==> config.mk <==
export PLATFORM = sky130hd
export DESIGN_NAME = mq_irq_ctrl
export DESIGN_NICKNAME = d
export VERILOG_FILES = /design/src/rtl/mq_irq_pkg.sv /design/src/rtl/mq_irq_decode.sv /design/src/rtl/mq_irq_steer.sv /design/src/rtl/mq_irq_bank.sv /design/src/rtl/mq_irq_ctrl.sv
export SDC_FILE = /design/constraint.sdc
export NUM_CORES = 1
export LEC_CHECK = 0
export BUFFER_PORTS_ARGS = -buffer_cell sky130_fd_sc_hd__buf_2
export CAP_MARGIN = 15
export CORE_MARGIN = 2
export CORE_UTILIZATION = 63
export CTS_CLUSTER_SIZE = 25
export DETAILED_ROUTE_END_ITERATION = 6
export GPL_ROUTABILITY_DRIVEN = 1
export PLACE_DENSITY_LB_ADDON = 0.25
export SYNTH_ARGS = -nofsm -noshare
export SYNTH_HDL_FRONTEND = slang
export SYNTH_SLANG_ARGS = --single-unit
==> constraint.sdc <==
create_clock -name clk -period 3.4 [get_ports clk]
set_clock_uncertainty 0.1 [all_clocks]
set_input_delay 0.68 -clock clk [delete_from_list [all_inputs] [get_ports clk]]
set_output_delay 0.68 -clock clk [all_outputs]
set_load 0.03 [all_outputs]
==> src/rtl/mq_irq_pkg.sv <==
package mq_irq_pkg;
    localparam int MAX_QUEUES = 8;
    localparam int QIDX_W     = $clog2(MAX_QUEUES);
    localparam int SEL_W      = 2;
    localparam int ADDR_W     = QIDX_W + SEL_W;
    localparam int DATA_W     = 32;

    // bits software may touch on extra queues; all bits on the main queue
    localparam logic [DATA_W-1:0] QUEUE_BITS = 32'h0000_0CE6;
    localparam logic [DATA_W-1:0] MAIN_BITS  = {DATA_W{1'b1}};

    // flag positions
    localparam int EV_RX_DONE = 1;
    localparam int EV_RX_USED = 2;
    localparam int EV_TX_USED = 3;
    localparam int EV_BUS_ERR = 6;
    localparam int EV_TX_DONE = 7;

    typedef enum logic [SEL_W-1:0] {
        SEL_STATUS  = 2'd0,
        SEL_ENABLE  = 2'd1,
        SEL_DISABLE = 2'd2,
        SEL_MASK    = 2'd3
    } reg_sel_e;

    typedef struct packed {
        logic [DATA_W-1:0] status;
        logic [DATA_W-1:0] mask;
    } bank_state_t;

    typedef struct packed {
        logic rd_status;
        logic wr_enable;
        logic wr_disable;
    } bank_cmd_t;
endpackage

==> src/rtl/mq_irq_decode.sv <==
module mq_irq_decode
    import mq_irq_pkg::*;
#(
    parameter int NUM_QUEUES = 4
) (
    input  logic [ADDR_W-1:0]                reg_addr_i,
    input  logic                             reg_rd_i,
    input  logic                             reg_wr_i,
    output logic [QIDX_W-1:0]                qidx_o,
    output reg_sel_e                         sel_o,
    output logic                             hit_o,
    output bank_cmd_t [NUM_QUEUES-1:0]       cmd_o
);
    assign qidx_o = reg_addr_i[ADDR_W-1:SEL_W];
    assign sel_o  = reg_sel_e'(reg_addr_i[SEL_W-1:0]);
    assign hit_o  = (32'(qidx_o) < NUM_QUEUES);

    for (genvar q = 0; q < NUM_QUEUES; q++) begin : g_cmd
        logic here;
        assign here = (qidx_o == QIDX_W'(q));
        assign cmd_o[q].rd_status  = here && reg_rd_i && (sel_o == SEL_STATUS);
        assign cmd_o[q].wr_enable  = here && reg_wr_i && (sel_o == SEL_ENABLE);
        assign cmd_o[q].wr_disable = here && reg_wr_i && (sel_o == SEL_DISABLE);
    end
endmodule

==> src/rtl/mq_irq_steer.sv <==
module mq_irq_steer
    import mq_irq_pkg::*;
#(
    parameter int NUM_QUEUES = 4
) (
    input  logic                                 ev_valid_i,
    input  logic [QIDX_W-1:0]                    ev_queue_i,
    input  logic [DATA_W-1:0]                    ev_flags_i,
    output logic [NUM_QUEUES-1:0][DATA_W-1:0]    flags_o
);
    for (genvar q = 0; q < NUM_QUEUES; q++) begin : g_route
        // the transmit-buffer-used flag exists only on the main queue
        localparam logic [DATA_W-1:0] ACCEPT =
            (q == 0) ? MAIN_BITS : ~(DATA_W'(1) << EV_TX_USED);
        assign flags_o[q] = (ev_valid_i && ev_queue_i == QIDX_W'(q))
                          ? (ev_flags_i & ACCEPT) : '0;
    end
endmodule

==> src/rtl/mq_irq_bank.sv <==
module mq_irq_bank
    import mq_irq_pkg::*;
#(
    parameter logic [DATA_W-1:0] WR_BITS  = MAIN_BITS,
    parameter logic [DATA_W-1:0] CLR_BITS = MAIN_BITS,
    parameter logic [DATA_W-1:0] RST_MASK = '0
) (
    input  logic              clk,
    input  logic              rst_n,
    input  bank_cmd_t         cmd_i,
    input  logic [DATA_W-1:0] ev_flags_i,
    input  logic [DATA_W-1:0] wdata_i,
    output logic [DATA_W-1:0] status_o,
    output logic [DATA_W-1:0] mask_o
);
    bank_state_t       state_d, state_q;
    logic [DATA_W-1:0] set_bits, clr_bits, wbits;

    always_comb begin
        set_bits = ev_flags_i & ~state_q.mask;          // old mask filters
        clr_bits = cmd_i.rd_status ? CLR_BITS : '0;
        wbits    = wdata_i & WR_BITS;
        state_d.status = (state_q.status & ~clr_bits) | set_bits; // set wins
        state_d.mask   = state_q.mask;
        if (cmd_i.wr_enable) begin
            state_d.mask = state_d.mask & ~wbits;
        end
        if (cmd_i.wr_disable) begin
            state_d.mask = state_d.mask | wbits;
        end
    end

    always_ff @(posedge clk or negedge rst_n) begin
        if (!rst_n) begin
            state_q <= '{status: '0, mask: RST_MASK};
        end else begin
            state_q <= state_d;
        end
    end

    assign status_o = state_q.status;
    assign mask_o   = state_q.mask;

    AST_MASKED_DROPPED: assert property (@(posedge clk) disable iff (!rst_n)
        $past(rst_n) |-> ((state_q.status & ~$past(state_q.status) & $past(state_q.mask)) == '0));
    AST_ENABLE_CLEARS: assert property (@(posedge clk) disable iff (!rst_n)
        cmd_i.wr_enable |=> ((state_q.mask & $past(wdata_i & WR_BITS)) == '0));
    AST_DISABLE_SETS: assert property (@(posedge clk) disable iff (!rst_n)
        cmd_i.wr_disable |=> ((~state_q.mask & $past(wdata_i & WR_BITS)) == '0));
    AST_READ_CLEARS: assert property (@(posedge clk) disable iff (!rst_n)
        (cmd_i.rd_status && ev_flags_i == '0) |=> ((state_q.status & CLR_BITS) == '0));
    AST_STATUS_HOLDS: assert property (@(posedge clk) disable iff (!rst_n)
        (!cmd_i.rd_status && ev_flags_i == '0) |=> $stable(state_q.status));
    AST_EVENT_WINS: assert property (@(posedge clk) disable iff (!rst_n)
        (cmd_i.rd_status && (ev_flags_i & ~state_q.mask) != '0)
        |=> ((state_q.status & $past(ev_flags_i & ~state_q.mask)) == $past(ev_flags_i & ~state_q.mask)));
endmodule

==> src/rtl/mq_irq_ctrl.sv <==
module mq_irq_ctrl
    import mq_irq_pkg::*;
#(
    parameter int NUM_QUEUES = 4
) (
    input  logic                  clk,
    input  logic                  rst_n,
    input  logic                  ev_valid,
    input  logic [2:0]            ev_queue,
    input  logic [31:0]           ev_flags,
    input  logic [4:0]            reg_addr,
    input  logic                  reg_rd,
    input  logic                  reg_wr,
    input  logic [31:0]           reg_wdata,
    output logic [31:0]           reg_rdata,
    output logic [NUM_QUEUES-1:0] irq
);
    logic [QIDX_W-1:0]                   qidx;
    reg_sel_e                            sel;
    logic                                hit;
    bank_cmd_t [NUM_QUEUES-1:0]          cmd;
    logic [NUM_QUEUES-1:0][DATA_W-1:0]   flags;
    logic [NUM_QUEUES-1:0][DATA_W-1:0]   status_w;
    logic [NUM_QUEUES-1:0][DATA_W-1:0]   mask_w;

    mq_irq_decode #(.NUM_QUEUES(NUM_QUEUES)) i_decode (
        .reg_addr_i (reg_addr),
        .reg_rd_i   (reg_rd),
        .reg_wr_i   (reg_wr),
        .qidx_o     (qidx),
        .sel_o      (sel),
        .hit_o      (hit),
        .cmd_o      (cmd)
    );

    mq_irq_steer #(.NUM_QUEUES(NUM_QUEUES)) i_steer (
        .ev_valid_i (ev_valid),
        .ev_queue_i (ev_queue),
        .ev_flags_i (ev_flags),
        .flags_o    (flags)
    );

    for (genvar q = 0; q < NUM_QUEUES; q++) begin : g_bank
        localparam logic [DATA_W-1:0] BK_BITS = (q == 0) ? MAIN_BITS : QUEUE_BITS;
        localparam logic [DATA_W-1:0] BK_RST  = (q == 0) ? '0 : QUEUE_BITS;

        mq_irq_bank #(
            .WR_BITS  (BK_BITS),
            .CLR_BITS (BK_BITS),
            .RST_MASK (BK_RST)
        ) i_bank (
            .clk        (clk),
            .rst_n      (rst_n),
            .cmd_i      (cmd[q]),
            .ev_flags_i (flags[q]),
            .wdata_i    (reg_wdata),
            .status_o   (status_w[q]),
            .mask_o     (mask_w[q])
        );

        assign irq[q] = |status_w[q];

        if (q > 0) begin : g_tx_used_chk
            AST_TXUSED_Q0_ONLY: assert property (@(posedge clk) disable iff (!rst_n)
                status_w[q][EV_TX_USED] == 1'b0);
        end
    end

    always_comb begin
        reg_rdata = '0;
        if (reg_rd && hit) begin
            for (int q = 0; q < NUM_QUEUES; q++) begin
                if (qidx == QIDX_W'(q)) begin
                    case (sel)
                        SEL_STATUS: reg_rdata = status_w[q];
                        SEL_MASK:   reg_rdata = mask_w[q];
                        default:    reg_rdata = '0;
                    endcase
                end
            end
        end
    end

    AST_ABSENT_ZERO: assert property (@(posedge clk) disable iff (!rst_n)
        (reg_rd && !hit) |-> (reg_rdata == '0));
    AST_WO_READS_ZERO: assert property (@(posedge clk) disable iff (!rst_n)
        (reg_rd && (sel == SEL_ENABLE || sel == SEL_DISABLE)) |-> (reg_rdata == '0));
    AST_IRQ_FALL: assert property (@(posedge clk) disable iff (!rst_n)
        (reg_rd && reg_addr == '0 && !(ev_valid && ev_queue == '0)) |=> !irq[0]);
endmodule

==> metrics list <==
* Status: finished with violations
- Violated checks: design-rule violations
* Quantity of gates resized following cts: 0
- Data arrival time of the worst path: 2.39 ns
- Area taken by multi-input logic gates: 0.00368 mm^2
- In this run the cell area of the synthesized design comes to 0.00869 mm^2.
* Critical Path Start Type: input port
- #FFs+latches synth: 178
* Routed length per instance: between 20 and 30 um
- Sort of element at the end of the critical path: output port
- Placed standard-cell area: 0.00941 mm^2
- Power Dens Cells: 596 mW/mm^2
- Number of primary I/O pins: 113
- The first global-routing pass estimated 41,500 um of wire.
* Critical path data required time: about 2.6 ns
* Core occupancy in the finished layout: about 75%
- Timing would allow up to 0.315 GHz.
- The largest single stage delay on the critical path is 0.64 ns.
- The commonest cells after synthesis are sky130_fd_sc_hd__dfrtp_1, sky130_fd_sc_hd__a22o_1, sky130_fd_sc_hd__a21o_1, sky130_fd_sc_hd__inv_1, sky130_fd_sc_hd__a32o_1.
* Floorplan die height: about 120 um
* Die area: between 0.01 and 0.015 mm^2
* Number of distinct library cell variants in the gate-level netlist after synthesis: 45
* Detailed-route via count: 7,891
- Area taken by flip-flops and latches: 0.00448 mm^2
* Clock network fraction of design power: 31.6%
- Clock-pin slew was measured on the worst setup and hold paths at 0.06 ns.
- Crit path max fanout: 7
- Violation count after the first detailed-route iteration: 1,607
- By instance count, the cell type seen most on the critical path is sky130_fd_sc_hd__buf_2.
- Summed over all failing endpoints, the final setup total negative slack is 0 ns.
* Most area-hungry cell type in the Yosys netlist: sky130_fd_sc_hd__dfrtp_1
- Counting I/O delays and the setup requirement, the final critical path takes 3.17 ns.
- Across all setup checks in the final design, the least slack found is 0.227 ns.
- After detailed routing, the number of vias per cell comes to ~7.5.
* Number of max-slew violations in the final report: 0
- For the worst-skew pair, the clock arrives at the later sink with an insertion delay of approximately 0.44 ns.
- The routed design has roughly 27,000 um of wire.
- Critical path class: in -> out
- Port buffering added 112 buffers.
* Unrepaired setup endpoints after global routing: false
- The core region is 0.0133 mm^2.
- H-tree Lvls: 4
* Leading cell types by total area after synthesis: sky130_fd_sc_hd__dfrtp_1, sky130_fd_sc_hd__a22o_1, sky130_fd_sc_hd__dfstp_2
- TritonCTS Sinks: 178
- Clock tree synthesis selected as its root buffer the cell sky130_fd_sc_hd__clkbuf_16.
- The initial utilization of the core area, before any placement, comes to between 60% and 70%.
- Number of hold-repair buffers added at the cts stage: 0
- The initial antenna violation count was 0.
- Worst voltage drop across the vdd grid: 0.000421 V
- Counting the fill cells in the layout gives 876.
* Reg power frac: between 50% and 60%
- Post-synthesis average cell area: 11.0 um^2
- Grt total ovfl: 0
- In the synthesized netlist the dominant register cell turns out to be sky130_fd_sc_hd__dfrtp_1.
- Tcrit/Tclk final: 93.3%
- Worst slack at placement: roughly 0.25 ns
* Cell Int Power: 0.00420 W
* Net switching power: approximately 0.0017 W
- Horizontal die dimension: 121 um
- Layout cells sized above 1: 21.9%
- Asr flop ratio synth: 100%
* Largest delay share family, worst path: simple AND/OR/NAND/NOR gates
* Sw frac: 29.3%
- Of the synthesized area, sequential elements account for about half.
- Detailed placement finished with a half-perimeter wire length of 17,400 um.
- Number of warnings issued by yosys: 0
- Combinational cell fraction of total power: 16.9%
- Fraction of post-synthesis cell area in the top cell type by area: 45.2%
- Class of the tightest hold or removal check: in -> async
- For the pin with the worst max-slew slack, the measured transition is 0.897 ns.
- Synthesized netlist net count: 874
- Cell Chain, Critical Path: buf_2, inv_1, ha_4, or4b_1, a211o_1, o221ai_1, buf_2
* Largest buffer count on any clock path: 2
- Slowest cell on crit path: sky130_fd_sc_hd__or4b_1
- Across the run, the number of max-cap violations was 0.
- Static leakage power: 4.31 nW
- Total clock buffers created by CTS: 17
* RD Place Congestion: 0.922
- In this run the post-CTS setup repair buffer count came out at 0.
- Hold violation count in the final report: 0
* Ant diodes: 0
- Site Rows: 42
* Most frequently used cell type in the post-synthesis netlist: sky130_fd_sc_hd__dfrtp_1
- Entering global routing, the biggest net connects 72 pins.
* DR pass1 iterations: 7
* Final Cell Area: 0.00997 mm^2
- Post-route DRC violation count: 8
- The number of buffers and inverters on the critical path is 3.
- Cells after Synth: 793
- Setup violations, final: 0
* Number of synthesized flops with an enable pin: 0
- TritonCTS built the clock tree.
- GRT Overall Usage: 37.3%
* Remaining max-slew budget at the tightest pin: 40.2%
- In this run the remaining antenna-violating nets after routing total 0.
- Vias in the first global route: 7,452
- Compared with the post-synthesis result, the final layout area differs by 14.8%.
- Fin nets: about 950
- Worst-case hold slack: 0.146 ns
==> path summary, 6_finish.rpt <==
check,start,to,slack (ns),cells after the start
worst max-delay path,reg_addr[0],reg_rdata[1],0.23,7
worst min-delay path,rst_n,g_bank[0].i_bank.status_o[12],0.15,1
worst max register to register,flip-flop,g_bank[3].i_bank.status_o[11],2.30,2
worst min register to register,g_bank[2].i_bank.status_o[8],g_bank[2].i_bank.status_o[8],0.38,1
max in group asynchronous,rst_n,async pin,2.28,2
min in group clk,g_bank[2].i_bank.status_o[8],g_bank[2].i_bank.status_o[8],0.38,1
==> cells in the final DEF, fill, tap and decap left out, drive strengths merged, types with 2 or more instances in the layout <==
master  Yosys  layout
a22o       95      95
buf        37     133
nand3      49      49
a211o       7       7
nand4       5       5
clkbuf     44      29
and4        3       3
dfrtp     157     157
nor2b       3       3
o21ai      14      14
a21oi      24      24
or2         2       2
dfstp      21      21
a22oi      21      21
a221oi      7       7
nand3b      3       3
a222oi     24      24
o221ai      7       7
inv        55      57
or4         3       3
nor3       25      25
a32o       53      53
nand2      15      15
a21o       72      72
nor4       30      30
ha          4       4
nor3b       2       2
==> kinds of logic after synthesis <==
logic type / count (synthesis) / share of synthesized area [%]
buffers and inverters: 136 / 6.57
adder cells (fa/ha/maj): 4 / 0.576
flip-flops: 178 / 51.6
AND/OR/NAND/NOR: 151 / 10.4
AO/OA/AOI/OAI: 324 / 30.9
==> cell type report <==
class,instances,area share (%)
clock buffer,29,5.44
clock inverter,3,0.176
inverter,55,2.07
multi-input combinational,479,36.9
sequential,178,44.9
tap,176,2.21
timing repair buffer,133,8.27
==> worst reg2reg max path: stages (launching register included) <==
cell                      delay [ns]
sky130_fd_sc_hd__dfstp_2        0.58
sky130_fd_sc_hd__inv_1          0.06
sky130_fd_sc_hd__a32o_1         0.25
==> through the flow <==
stage	instances	power, W
after floorplan	793	0.00361
final	1053	0.00595
after detailed placement	1021	0.00405
after global routing	1053	0.00617
after CTS	1053	0.00591
after global placement	1021	0.00398
==> power groups by stage <==
stage	Combinational, W	Clock [W]	Sequential [W]
6_report	0.00100	0.00188	0.00307
5_1_grt	0.00109	0.00197	0.00311
4_1_cts	0.000994	0.00188	0.00304
3_5_place_dp	0.000983	0	0.00307
3_3_place_gp	0.000934	0	0.00305
2_1_floorplan	0.000705	0	0.00290
==> layer usage <==
metal,routed length [um],GRT usage [%],vias to the layer above
met5,0,0,-
met4,860,12.9,0
met3,3480,11.4,89
met2,12100,55.7,651
met1,10300,52.1,3889
li1,-,-,3262
Power figures use the tool's default switching activity.
